**config.mk**
```make
export PLATFORM = sky130hd
export DESIGN_NAME = i2c_blk_seq
export DESIGN_NICKNAME = d
export VERILOG_FILES = /design/src/rtl/i2c_blk_pkg.sv /design/src/rtl/i2c_blk_addr_gen.sv /design/src/rtl/i2c_blk_delay.sv /design/src/rtl/i2c_blk_poll_ctr.sv /design/src/rtl/i2c_blk_seq.sv
export SDC_FILE = /design/constraint.sdc
export NUM_CORES = 1
export LEC_CHECK = 0
export ABC_AREA = 1
export BUFFER_PORTS_ARGS = -buffer_cell sky130_fd_sc_hd__buf_4
export CAP_MARGIN = 20
export CELL_PAD_IN_SITES_DETAIL_PLACEMENT = 0
export CELL_PAD_IN_SITES_GLOBAL_PLACEMENT = 1
export CORE_MARGIN = 3
export CORE_UTILIZATION = 25
export DETAILED_ROUTE_END_ITERATION = 10
export PLACE_DENSITY_LB_ADDON = 0.1
export SLEW_MARGIN = 30
export SYNTH_ARGS = -nofsm -noshare
export SYNTH_HDL_FRONTEND = slang
export SYNTH_HIERARCHICAL = 1
export SYNTH_SLANG_ARGS = --single-unit
```
**constraint.sdc**
```tcl
create_clock -name clk_i -period 2.41 [get_ports clk_i]
set_clock_uncertainty 0.15 [all_clocks]
set_input_delay 0.241 -clock clk_i [delete_from_list [all_inputs] [get_ports clk_i]]
set_output_delay 0.241 -clock clk_i [all_outputs]
set_load 0.005 [all_outputs]
```
**src/rtl/i2c_blk_pkg.sv**
```systemverilog
package i2c_blk_pkg;

  typedef enum logic [1:0] {
    ECMD_START = 2'd0,
    ECMD_STOP  = 2'd1,
    ECMD_WRITE = 2'd2,
    ECMD_READ  = 2'd3
  } eng_cmd_e;

  typedef enum logic [4:0] {
    S_IDLE,
    S_FIN,
    S_ABORT,
    R_START,
    R_ADDR,
    R_OFF,
    R_BUF,
    R_RSTART,
    R_DADDR,
    R_DATA,
    R_STOP,
    W_START,
    W_ADDR,
    W_OFF,
    W_DATA,
    W_STOP,
    P_START,
    P_ADDR,
    P_NSTOP,
    P_READ,
    P_RSTOP
  } seq_state_e;

endpackage

```
**src/rtl/i2c_blk_addr_gen.sv**
```systemverilog
module i2c_blk_addr_gen (
  input  logic [6:0] dev_i,
  input  logic [6:0] off_lo_i,
  input  logic       legacy_i,
  output logic [7:0] first_rd_o,
  output logic [7:0] first_wr_o,
  output logic [7:0] dev_rd_o
);
  // legacy targets take the offset in place of the device address
  assign first_rd_o = legacy_i ? {off_lo_i, 1'b1} : {dev_i, 1'b0};
  assign first_wr_o = legacy_i ? {off_lo_i, 1'b0} : {dev_i, 1'b0};
  assign dev_rd_o   = {dev_i, 1'b1};
endmodule

```
**src/rtl/i2c_blk_delay.sv**
```systemverilog
module i2c_blk_delay #(
  parameter int unsigned CYCLES = 60
) (
  input  logic clk_i,
  input  logic rst_ni,
  input  logic start_i,
  output logic expired_o
);
  localparam int unsigned CNT_W = $clog2(CYCLES + 1);

  logic [CNT_W-1:0] cnt_q;
  logic             run_q;

  always_ff @(posedge clk_i or negedge rst_ni) begin
    if (!rst_ni) begin
      cnt_q <= '0;
      run_q <= 1'b0;
    end else if (start_i) begin
      cnt_q <= CNT_W'(CYCLES - 1);
      run_q <= 1'b1;
    end else if (run_q) begin
      if (cnt_q == '0) run_q <= 1'b0;
      else             cnt_q <= cnt_q - 1'b1;
    end
  end

  assign expired_o = run_q && (cnt_q == '0);
endmodule

```
**src/rtl/i2c_blk_poll_ctr.sv**
```systemverilog
module i2c_blk_poll_ctr #(
  parameter int unsigned MAX = 100
) (
  input  logic clk_i,
  input  logic rst_ni,
  input  logic clr_i,
  input  logic inc_i,
  output logic last_o
);
  localparam int unsigned CNT_W = $clog2(MAX + 1);

  logic [CNT_W-1:0] cnt_q;

  always_ff @(posedge clk_i or negedge rst_ni) begin
    if (!rst_ni)    cnt_q <= '0;
    else if (clr_i) cnt_q <= '0;
    else if (inc_i) cnt_q <= cnt_q + 1'b1;
  end

  // current attempt is the final one allowed
  assign last_o = (cnt_q == CNT_W'(MAX - 1));
endmodule

```
**src/rtl/i2c_blk_seq.sv**
```systemverilog
module i2c_blk_seq
  import i2c_blk_pkg::*;
#(
  parameter int unsigned LEN_W       = 8,
  parameter int unsigned CHUNK_BYTES = 4,
  parameter int unsigned POLL_MAX    = 100,
  parameter int unsigned BUF_CYCLES  = 60
) (
  input  logic             clk_i,
  input  logic             rst_ni,
  input  logic             req_valid_i,
  output logic             req_ready_o,
  input  logic             req_write_i,
  input  logic             req_legacy_i,
  input  logic [6:0]       req_dev_i,
  input  logic [7:0]       req_off_i,
  input  logic [LEN_W-1:0] req_len_i,
  input  logic [7:0]       wr_data_i,
  input  logic             wr_valid_i,
  output logic             wr_ready_o,
  output logic [7:0]       rd_data_o,
  output logic             rd_valid_o,
  output logic             done_o,
  output logic             err_o,
  output logic             eng_cmd_valid_o,
  output logic [1:0]       eng_cmd_o,
  output logic [7:0]       eng_byte_o,
  output logic             eng_rd_ack_o,
  input  logic             eng_done_i,
  input  logic             eng_nack_i,
  input  logic [7:0]       eng_rd_data_i
);
  localparam int unsigned CHUNK_W = $clog2(CHUNK_BYTES + 1);

  seq_state_e         state_q;
  logic               issued_q;
  logic [6:0]         dev_q;
  logic [7:0]         off_q;
  logic               legacy_q;
  logic [LEN_W-1:0]   rem_q;
  logic [CHUNK_W-1:0] chunk_q;
  logic               err_q;
  logic               rd_valid_q;
  logic [7:0]         rd_data_q;

  logic               step;
  logic               is_cmd;
  eng_cmd_e           cmd_c;
  logic [7:0]         first_rd, first_wr, dev_rd;
  logic               buf_start, buf_done;
  logic               poll_clr, poll_inc, poll_last;

  i2c_blk_addr_gen u_addr (
    .dev_i     (dev_q),
    .off_lo_i  (off_q[6:0]),
    .legacy_i  (legacy_q),
    .first_rd_o(first_rd),
    .first_wr_o(first_wr),
    .dev_rd_o  (dev_rd)
  );

  i2c_blk_delay #(.CYCLES(BUF_CYCLES)) u_buf (
    .clk_i    (clk_i),
    .rst_ni   (rst_ni),
    .start_i  (buf_start),
    .expired_o(buf_done)
  );

  i2c_blk_poll_ctr #(.MAX(POLL_MAX)) u_poll (
    .clk_i (clk_i),
    .rst_ni(rst_ni),
    .clr_i (poll_clr),
    .inc_i (poll_inc),
    .last_o(poll_last)
  );

  assign step      = issued_q && eng_done_i;
  assign buf_start = step && (state_q == R_OFF) && !eng_nack_i;
  assign poll_clr  = step && (state_q == W_STOP);
  assign poll_inc  = step && (state_q == P_NSTOP);

  always_comb begin
    is_cmd     = 1'b1;
    cmd_c      = ECMD_WRITE;
    eng_byte_o = 8'h00;
    unique case (state_q)
      R_START, R_RSTART, W_START, P_START:         cmd_c = ECMD_START;
      R_STOP, W_STOP, P_NSTOP, P_RSTOP, S_ABORT:   cmd_c = ECMD_STOP;
      R_DATA, P_READ:                              cmd_c = ECMD_READ;
      R_ADDR:  eng_byte_o = first_rd;
      W_ADDR:  eng_byte_o = first_wr;
      R_OFF,
      W_OFF:   eng_byte_o = off_q;
      R_DADDR,
      P_ADDR:  eng_byte_o = dev_rd;
      W_DATA:  eng_byte_o = wr_data_i;
      default: is_cmd = 1'b0;
    endcase
  end

  assign eng_cmd_o       = cmd_c;
  assign eng_cmd_valid_o = is_cmd && !issued_q && ((state_q != W_DATA) || wr_valid_i);
  assign eng_rd_ack_o    = (state_q == R_DATA) && (rem_q != LEN_W'(1));
  assign wr_ready_o      = (state_q == W_DATA) && !issued_q;
  assign req_ready_o     = (state_q == S_IDLE);
  assign done_o          = (state_q == S_FIN);
  assign err_o           = (state_q == S_FIN) && err_q;
  assign rd_valid_o      = rd_valid_q;
  assign rd_data_o       = rd_data_q;

  always_ff @(posedge clk_i or negedge rst_ni) begin
    if (!rst_ni) begin
      state_q    <= S_IDLE;
      issued_q   <= 1'b0;
      dev_q      <= '0;
      off_q      <= '0;
      legacy_q   <= 1'b0;
      rem_q      <= '0;
      chunk_q    <= '0;
      err_q      <= 1'b0;
      rd_valid_q <= 1'b0;
      rd_data_q  <= '0;
    end else begin
      rd_valid_q <= 1'b0;
      if (eng_cmd_valid_o) issued_q <= 1'b1;
      if (step)            issued_q <= 1'b0;

      unique case (state_q)
        S_IDLE: if (req_valid_i) begin
          dev_q    <= req_dev_i;
          off_q    <= req_off_i;
          legacy_q <= req_legacy_i;
          rem_q    <= req_len_i;
          err_q    <= 1'b0;
          if (req_len_i == '0)  state_q <= S_FIN;
          else if (req_write_i) state_q <= W_START;
          else                  state_q <= R_START;
        end
        S_FIN: state_q <= S_IDLE;
        S_ABORT: if (step) begin
          err_q   <= 1'b1;
          state_q <= S_FIN;
        end
        R_START:  if (step) state_q <= R_ADDR;
        R_ADDR: if (step) begin
          if (eng_nack_i)    state_q <= S_ABORT;
          else if (legacy_q) state_q <= R_DATA;
          else               state_q <= R_OFF;
        end
        R_OFF:    if (step) state_q <= eng_nack_i ? S_ABORT : R_BUF;
        R_BUF:    if (buf_done) state_q <= R_RSTART;
        R_RSTART: if (step) state_q <= R_DADDR;
        R_DADDR:  if (step) state_q <= eng_nack_i ? S_ABORT : R_DATA;
        R_DATA: if (step) begin
          rd_valid_q <= 1'b1;
          rd_data_q  <= eng_rd_data_i;
          rem_q      <= rem_q - 1'b1;
          if (rem_q == LEN_W'(1)) state_q <= R_STOP;
        end
        R_STOP: if (step) state_q <= S_FIN;
        W_START: if (step) begin
          chunk_q <= (rem_q >= LEN_W'(CHUNK_BYTES)) ? CHUNK_W'(CHUNK_BYTES) : CHUNK_W'(rem_q);
          state_q <= W_ADDR;
        end
        W_ADDR: if (step) begin
          if (eng_nack_i)    state_q <= S_ABORT;
          else if (legacy_q) state_q <= W_DATA;
          else               state_q <= W_OFF;
        end
        W_OFF: if (step) state_q <= eng_nack_i ? S_ABORT : W_DATA;
        W_DATA: if (step) begin
          if (eng_nack_i) state_q <= S_ABORT;
          else begin
            rem_q   <= rem_q - 1'b1;
            off_q   <= off_q + 1'b1;
            chunk_q <= chunk_q - 1'b1;
            if (chunk_q == CHUNK_W'(1)) state_q <= W_STOP;
          end
        end
        W_STOP:  if (step) state_q <= P_START;
        P_START: if (step) state_q <= P_ADDR;
        P_ADDR:  if (step) state_q <= eng_nack_i ? P_NSTOP : P_READ;
        P_NSTOP: if (step) begin
          if (poll_last) begin
            err_q   <= 1'b1;
            state_q <= S_FIN;
          end else begin
            state_q <= P_START;
          end
        end
        P_READ:  if (step) state_q <= P_RSTOP;
        P_RSTOP: if (step) state_q <= (rem_q == '0) ? S_FIN : W_START;
        default: state_q <= S_IDLE;
      endcase
    end
  end
endmodule

```
==> flow_summary.ini, run 1 <==
[run_status]
outcome = finished clean

[yosys]
synth_top_cell_by_area = dfrtp_1
synthMostInstantiatedCell = nand2_1
synth_nets = 714
synthFlopType = dfrtp_1
synthTopCellsByCount = nand2_1 (215), nor2_1 (70), inv_1 (61), dfrtp_1 (57), nand3_1 (55)
synth_area_leaders = dfrtp_1 (32%), nand2_1 (18%), nand3_1 (6.2%)
synth-edff-count = 0
ys_ff_latch = 57
synth_top_area_frac = 0.319
syn_area_um2 = 4470
syn-instance-count = 659
ys_seq_area_frac = 0.319
synthArstFlopShare = 1.00
synth_cell_type_count = 39
avgSynthCellArea_um2 = 6.79
ys_warn_count = 6

[floorplan]
die_area_um2 = 19500
core_area_um2 = 17400
io_pins = 72
rows = 48
dieHeight_um = 140
start_util = 0.257
chipWidth_um = 140

[placement]
dp_hpwl_mm = 11.0
dpl_cell_area_um2 = 5230
routabilityCongestion = 0.916
numPortBuffers = 71

[route]
first_pass_iters = 5
drt_iter0_drc = 291
routed_wl_mm = 14.6
drc_errors = 0
ant_nets = 0
vias = 4524
vias_per_cell = 4.56
routedWlPerCell_um = 14.7

[min_path]
hp-start = req_off_i[3]
hold_class = in2reg
hold_depth = 3
min_to = off_q[3]

[worst_setup_path]
arrival_ns = 1.89
required_ns = 2.02
r2r-start = state_q[2]
r2r_end = u_poll/cnt_q[6]
end_kind = output pin
r2r_cells = 10
rrSetupSlack_ns = 0.33
cp_max_fo = 5
critPathKind = reg2out
start_kind = flip-flop

[power_and_ir_drop]
powerDensity_nw_per_um2 = 1160
power_frac_comb = 0.533
clockPowerShare = 0.198
swShare = 0.458
ir_drop_mv = 0.434
p_sw_mw = 3.10
pwr-share-seq = 0.270
power.internal_mw = 3.68
p_leak_nw = 3.00

[clock_network]
cts_tree = yes
clkLatencyLatePin_ns = 0.34
numCtsBuffers = 9
root_buffer = clkbuf_16
clk_path_buf_depth = 2
cts.sinks = 57
path_clk_slew_ns = 0.05
h-tree-depth = 3

[global_route]
grt_usage = 0.153
antenna_found_initial = 0
grt_pass1_vias = 4537
grt_max_degree = 58
overflow = 0
grt_pass1_wl_mm = 23.8

[run]
maxCapViolCount = 0

[timing]
rsz0062_at_grt = no
tightest_slew_ns = 0.800
hold_violations = 0
period_needed_ns = 2.28
fin_crit_sh = 0.946
fmax_ghz = 0.438
max-slew-margin-rel = 0.467
finalSetupTns_ns = 0
setup_viol = 0
slew_violations = 0

[final_layout]
multiInputGateArea_um2 = 2570
nNetsFinal = 818
drive_gt1_frac = 0.253
antennaDiodeCount = 0
nFillCells = 1942
seqCellArea_um2 = 1430
post-route-util = 0.337
post-route-cell-area_um2 = 5860
syn_to_final_growth_pct = 31.1
[per-stage QoR]
step	instances	power, mW	hold WS, ns	worst slack, ns
after global placement	948	5.33	0.255	0.174
after floorplan	659	4.27	-0.205	0.601
after CTS	988	6.82	0.0160	0.000137
after global routing	993	7.42	0.0456	0.00476
after detailed placement	948	5.30	0.244	0.138
final	993	6.78	0.0300	0.129
[repair_timing]
action,4_1_cts,5_1_grt
pin swaps,4,4
gates cloned,1,0
setup buffers,4,5
hold buffers,19,0
resized for setup,6,12
setup endpoints to repair,11,13
endpoints found under the hold margin,75,0
[worst max path at each step]
stage                     startpoint               to  slack (ns)  depth (start not counted)
after floorplan           state_q[4]   u_buf/cnt_q[4]        0.60                         11
after global placement    state_q[1]   u_buf/cnt_q[4]        0.17                          9
after detailed placement  state_q[1]    eng_byte_o[2]        0.14                          8
after CTS                 state_q[4]  eng_cmd_valid_o      0.0001                          8
after global routing      state_q[2]  eng_cmd_valid_o       0.005                          8
final                     state_q[3]  eng_cmd_valid_o        0.13                          8
[registers in the layout, summed over array words and instances (netlist names), 3 cells and up]
| register | count |
|---|---|
| off_q | 8 |
| rd_data_o | 8 |
| rem_q | 8 |
| dev_q | 7 |
| u_poll/cnt_q | 7 |
| u_buf/cnt_q | 6 |
| state_q | 5 |
| chunk_q | 3 |
[power by group through the flow]
stage | clock, mW | sequential [mW] | combinational [mW]
final | 1.34 | 1.83 | 3.61
after global routing | 1.42 | 1.90 | 4.11
after CTS | 1.39 | 1.83 | 3.60
after detailed placement | 0 | 1.83 | 3.47
after global placement | 0 | 1.83 | 3.50
after floorplan | 0 | 1.68 | 2.59
[critical path, cell delays in order, from the launching register on]
cell and delay [ns]:
dfrtp_2 0.43, buf_4 0.16, nand3_4 0.14, nor2_1 0.09
nor3b_2 0.20, nand3_1 0.12, o21bai_2 0.21, inv_1 0.06
buf_4 0.13
[placed cells by master, fill, tap and decap left out, types with 6 or more instances in the layout]
| cell | synthesis | final |
|---|---|---|
| o21ai_1 | 5 | 6 |
| dlygate4sd3_1 | 0 | 19 |
| nor2_4 | 6 | 8 |
| buf_4 | 19 | 106 |
| xor2_1 | 6 | 6 |
| nand2_2 | 9 | 10 |
| nor2_2 | 7 | 7 |
| a22oi_1 | 17 | 17 |
| nand4_1 | 14 | 14 |
| clkbuf_16 | 0 | 9 |
| nand3_1 | 55 | 54 |
| inv_1 | 61 | 59 |
| inv_2 | 11 | 14 |
| nand2_1 | 215 | 213 |
| a21oi_1 | 11 | 11 |
| o21ai_2 | 9 | 9 |
| dfrtp_1 | 57 | 54 |
| ha_1 | 8 | 8 |
| nor2_1 | 70 | 69 |
| o21ai_0 | 22 | 21 |
[layout make-up]
| type | instances | share of cell area |
|---|---|---|
| clock buffers | 12 | 0.0437 |
| multi-input cells | 495 | 0.439 |
| inverters | 75 | 0.0489 |
| well taps | 225 | 0.0480 |
| repair buffers | 125 | 0.168 |
| flip-flops and latches | 57 | 0.244 |
| clock inverters | 4 | 0.00875 |
[cell families (layout without fill, tap and decap cells)]
logic type,Yosys count,after routing,share of synthesized area
DFF,57,57,0.319
and+or+nand+nor,398,399,0.410
adders and majority gates,8,8,0.0224
AOI/OAI and AO/OA,77,77,0.109
buffers and inverters,108,216,0.120
xor gates and xnor gates,9,9,0.0176
other,2,2,0.00168
[routing by layer]
layer  track usage  vias up  wire length, µm  share of wire
met4        0.0535        0              353          0.024
li1              -     2307                -              -
met5             0        -                0              0
met1         0.204     2093             6840           0.47
met3        0.0368       24              603          0.041
met2         0.245      100             6770           0.46
No activity file was read; power rests on OpenSTA's default activity.
==> inputs of run 2 (changes only) <==
- MAX_ROUTING_LAYER: default -> met4
- REMOVE_ABC_BUFFERS: default -> 1
- TNS_END_PERCENT: default -> 1
==> flow_summary.ini, run 2 (same netlist as run 1, synthesis figures left out) <==
[run_status]
outcome = finished clean

[worst_setup_path]
crit_path_end = eng_cmd_valid_o
start_kind = flip-flop
critPathKind = reg2out
end_kind = output pin
r2r-start = state_q[3]
critPathLaunch = state_q[3]
required_ns = 2.02
rrSetupSlack_ns = 0.21
r2r_end = off_q[7]
arrival_ns = 1.95
r2r_cells = 10
cp_max_fo = 7

[floorplan]
io_pins = 72
rows = 48
core_area_um2 = 17400
die_area_um2 = 19500
dieHeight_um = 140
start_util = 0.257
chipWidth_um = 140

[final_layout]
syn_to_final_growth_pct = 30.3
drive_gt1_frac = 0.251
final_common_cell = nand2_1
nNetsFinal = 812
stdcell_count = 987
antennaDiodeCount = 0
final_cell_mix = nand2_1 (211), buf_4 (101), nor2_1 (69)
nFillCells = 1912

[placement]
dp_hpwl_mm = 11.0
routabilityCongestion = 0.857
dp_cells = 945
numPortBuffers = 71

[timing]
hold_violations = 0
slew_violations = 0
period_needed_ns = 2.34
max-slew-margin-rel = 0.446
finalSetupTns_ns = 0
setup_viol = 0
tightest_slew_ns = 0.831
rsz0062_at_grt = yes
fin_crit_sh = 0.972
fmax_ghz = 0.427

[global_route]
grt_pass1_wl_mm = 23.4
antenna_found_initial = 0
overflow = 0
grt_pass1_vias = 4414
grt_max_degree = 58
grt_usage = 0.154

[clock_network]
cts.sinks = 57
numCtsBuffers = 9
h-tree-depth = 3
path_clk_slew_ns = 0.06
cts_tree = yes
clk_path_buf_depth = 2
clkLatencyLatePin_ns = 0.34
root_buffer = clkbuf_16

[min_path]
hold_class = in2reg

[route]
drt_iter0_drc = 256
ant_nets = 0
vias = 4521
routed_wl_mm = 14.5
vias_per_cell = 4.58
drc_errors = 0
first_pass_iters = 5
routedWlPerCell_um = 14.7

[run]
maxCapViolCount = 0

[power_and_ir_drop]
ir_drop_mv = 0.376
p_leak_nw = 2.98
powerDensity_nw_per_um2 = 1170
-- run 2: cell types whose count changed in the layout (fill, tap and decap cells not counted), moves of 2 or more --
cell and delta:
buf_4 -5, nand2_1 -2, nand2_2 +2, nor3_2 -2
-- run 2: layout make-up --
cell class	count	area, µm²	share of cell area
multi-input combinational	494	2550	0.438
sequential	57	1430	0.245
timing repair buffer	120	950	0.163
inverter	75	287	0.0491
tap	225	282	0.0483
clock buffer	10	239	0.0410
clock inverter	6	90.1	0.0155
-- run 2: worst min-delay path by stage --
| stage | startpoint | endpoint | slack [ns] | depth (start not counted) |
|---|---|---|---|---|
| 2_1_floorplan | rst_ni | chunk_q[0] | -0.20 | 0 |
| 3_3_place_gp | rst_ni | state_q[4] | 0.26 | 1 |
| 3_5_place_dp | rst_ni | state_q[4] | 0.26 | 1 |
| 4_1_cts | req_off_i[5] | off_q[5] | 0.00001 | 3 |
| 5_1_grt | req_off_i[5] | off_q[5] | 0.02 | 3 |
| 6_report | req_off_i[5] | off_q[5] | 0.01 | 3 |
-- run 2: critical path: stages, from the launching register on --
cell	delay [ns]
dfrtp_2	0.46
buf_4	0.15
nand3_1	0.18
nor2_1	0.10
nor3b_1	0.22
nand3_1	0.13
o21bai_2	0.15
inv_1	0.08
buf_4	0.13
-- run 2: per-stage QoR --
stage	worst slack (ns)	power (mW)	hold WS [ns]	area (µm²)	utilization
2_1_floorplan	0.324	3.93	-0.205	4220	-
3_3_place_gp	0.210	5.23	0.264	5210	0.299
3_5_place_dp	0.199	5.22	0.263	5210	0.299
4_1_cts	-0.0111	6.77	0.0000119	5750	0.330
5_1_grt	-0.00555	7.40	0.0185	5830	0.335
6_report	0.0681	6.80	0.0106	5830	0.335
-- run 2: repair_timing --
action	in CTS	in global routing
pin swaps	1	3
endpoints found under the hold margin	74	0
resized for setup	4	15
endpoints found under the setup margin	10	10
cloned	0	0
buffers inserted	2	6
hold buffers	18	0
-- run 2: power by group --
group / internal, mW / total (mW) / switching [mW]
Clock: 0.937 / 1.45 / 0.511
Sequential: 1.38 / 1.83 / 0.456
Combinational: 1.40 / 3.52 / 2.13
Total: 3.71 / 6.80 / 3.10
-- run 2: metal layers --
metal,GRT usage,vias up,wire (µm)
li1,-,2299,-
met1,0.204,2098,6920
met2,0.239,105,6730
met3,0.0333,19,647
met4,0.0418,0,210
met5,-,-,0
==> inputs of run 3 (changes only) <==
- SYNTH_HIERARCHICAL: 1 -> default
==> flow_summary.ini, run 3 <==
[clock_network]
cts.sinks = 57
cts_tree = yes
clkLatencyLatePin_ns = 0.34
root_buffer = clkbuf_16
h-tree-depth = 3
numCtsBuffers = 9
post-cts-setup-buffer-count = 0
path_clk_slew_ns = 0.06
clk_path_buf_depth = 2

[power_and_ir_drop]
pwr-share-seq = 0.300
p_sw_mw = 2.64
power.internal_mw = 3.30
power_frac_comb = 0.479
p_leak_nw = 2.62
total_power_mw = 5.94
ir_drop_mv = 0.465
clockPowerShare = 0.222
powerDensity_nw_per_um2 = 1170
swShare = 0.444

[timing]
finalSetupTns_ns = 0
hold_ws_ns = 0.0543
rsz0062_at_grt = yes
fmax_ghz = 0.433
slew_violations = 0
max-slew-margin-rel = 0.477
tightest_slew_ns = 0.785
period_needed_ns = 2.31
setup_viol = 0
fin_crit_sh = 0.959
fin_ws_ns = 0.0997
hold_violations = 0

[floorplan]
rows = 44
start_util = 0.259
io_pins = 72
die_area_um2 = 16800
core_area_um2 = 14800
chipWidth_um = 130
dieHeight_um = 130

[yosys]
synthTopCellsByCount = nand2_1 (161), inv_1 (66), nor2_1 (59), dfrtp_1 (57), o21ai_0 (46)
synthFlopType = dfrtp_1
ys_warn_count = 0
synthMostInstantiatedCell = nand2_1
avgSynthCellArea_um2 = 6.98
syn-instance-count = 547
synth_cell_type_count = 41
synthArstFlopShare = 1.00
syn_area_um2 = 3820
synth_area_leaders = dfrtp_1 (37%), nand2_1 (16%), inv_1 (6.5%)
ys_seq_area_frac = 0.374
synth-edff-count = 0
synth_top_cell_by_area = dfrtp_1
ys_ff_latch = 57
synth_top_area_frac = 0.374

[final_layout]
final_common_cell = nand2_1
post-route-cell-area_um2 = 5060
syn_to_final_growth_pct = 32.7
stdcell_count = 829
post-route-util = 0.343
final_cell_mix = nand2_1 (161), buf_4 (75), inv_1 (66)
drive_gt1_frac = 0.214
antennaDiodeCount = 0
nNetsFinal = 695

[worst_setup_path]
end_kind = output pin
critPathKind = reg2out
arrival_ns = 1.92
start_kind = flip-flop
required_ns = 2.02
cp_max_fo = 10
rrSetupSlack_ns = 0.32

[route]
ant_nets = 0
routedWlPerCell_um = 14.3
drc_errors = 0
first_pass_iters = 4
vias_per_cell = 4.60
routed_wl_mm = 11.8
drt_iter0_drc = 173
vias = 3812

[global_route]
overflow = 0
grt_pass1_wl_mm = 19.5
grt_max_degree = 58
grt_pass1_vias = 3758
grt_usage = 0.154
antenna_found_initial = 0

[run]
maxCapViolCount = 0

[placement]
dp_hpwl_mm = 8.96
routabilityCongestion = 0.843
dpl_cell_area_um2 = 4540
dpl_worst_slack_ns = 0.193
dp_cells = 796
numPortBuffers = 71

[run_status]
outcome = finished clean

[min_path]
hold_class = in2reg
-- run 3: cell types whose count changed after synthesis, moves of 11 or more --
| cell | delta |
|---|---|
| a22oi_1 | -15 |
| buf_4 | -16 |
| nand2_1 | -54 |
| nand3_1 | -11 |
| nor2_1 | -11 |
| o21ai_0 | +24 |
-- run 3: final timing paths --
path                                   start              end  depth (start not counted)
worst max-delay path              state_q[4]  eng_cmd_valid_o                         10
worst min-delay path            req_off_i[6]         off_q[6]                          5
worst max register to register    state_q[4]         rem_q[4]                          9
worst min register to register  rd_data_o[5]     rd_data_o[5]                          2
max in group asynchronous             rst_ni       state_q[3]                          2
min in group asynchronous             rst_ni         off_q[4]                          2
-- run 3: final cells by class --
type	instances	area [µm²]
multi-input combinational	406	2080
fill	1634	9690
clock buffer	10	239
clock inverter	6	67.6
sequential	57	1430
tap	184	230
timing repair buffer	92	733
inverter	74	280
-- run 3: power by group through the flow --
stage	clock [mW]	combinational (mW)	sequential, mW
final	1.32	2.84	1.78
after global routing	1.41	3.23	1.84
after CTS	1.36	2.86	1.77
after detailed placement	0	2.81	1.78
after global placement	0	2.83	1.77
after floorplan	0	1.85	1.70
-- run 3: cell families after synthesis --
group | synth area share
and+or+nand+nor | 0.350
AOI/OAI and AO/OA | 0.134
buffers and inverters | 0.0931
DFF | 0.374
xor gates and xnor gates | 0.0229
adders and majority gates | 0.0262
-- run 3: repair_timing --
item / 4_1_cts / 5_1_grt
resized for setup: 5 / 8
endpoints found under the setup margin: 8 / 8
hold buffers: 17 / 0
endpoints found under the hold margin: 73 / 0
-- run 3: per-layer routing --
metal / track usage / wire length, µm / share of wire
met1: 0.196 / 5600 / 0.47
met5: - / 0 / 0
met2: 0.237 / 5420 / 0.46
met3: 0.0322 / 591 / 0.050
met4: 0.0630 / 229 / 0.019
-- run 3: worst max-delay path: stages (launching register included) --
cell and delay [ns]:
dfrtp_2 0.53, inv_4 0.08, nand3_2 0.13, inv_1 0.13, nand2_1 0.10, nand2_1 0.06
nor2_2 0.12, nand3_2 0.11, o21ai_2 0.14, inv_1 0.05, buf_4 0.13
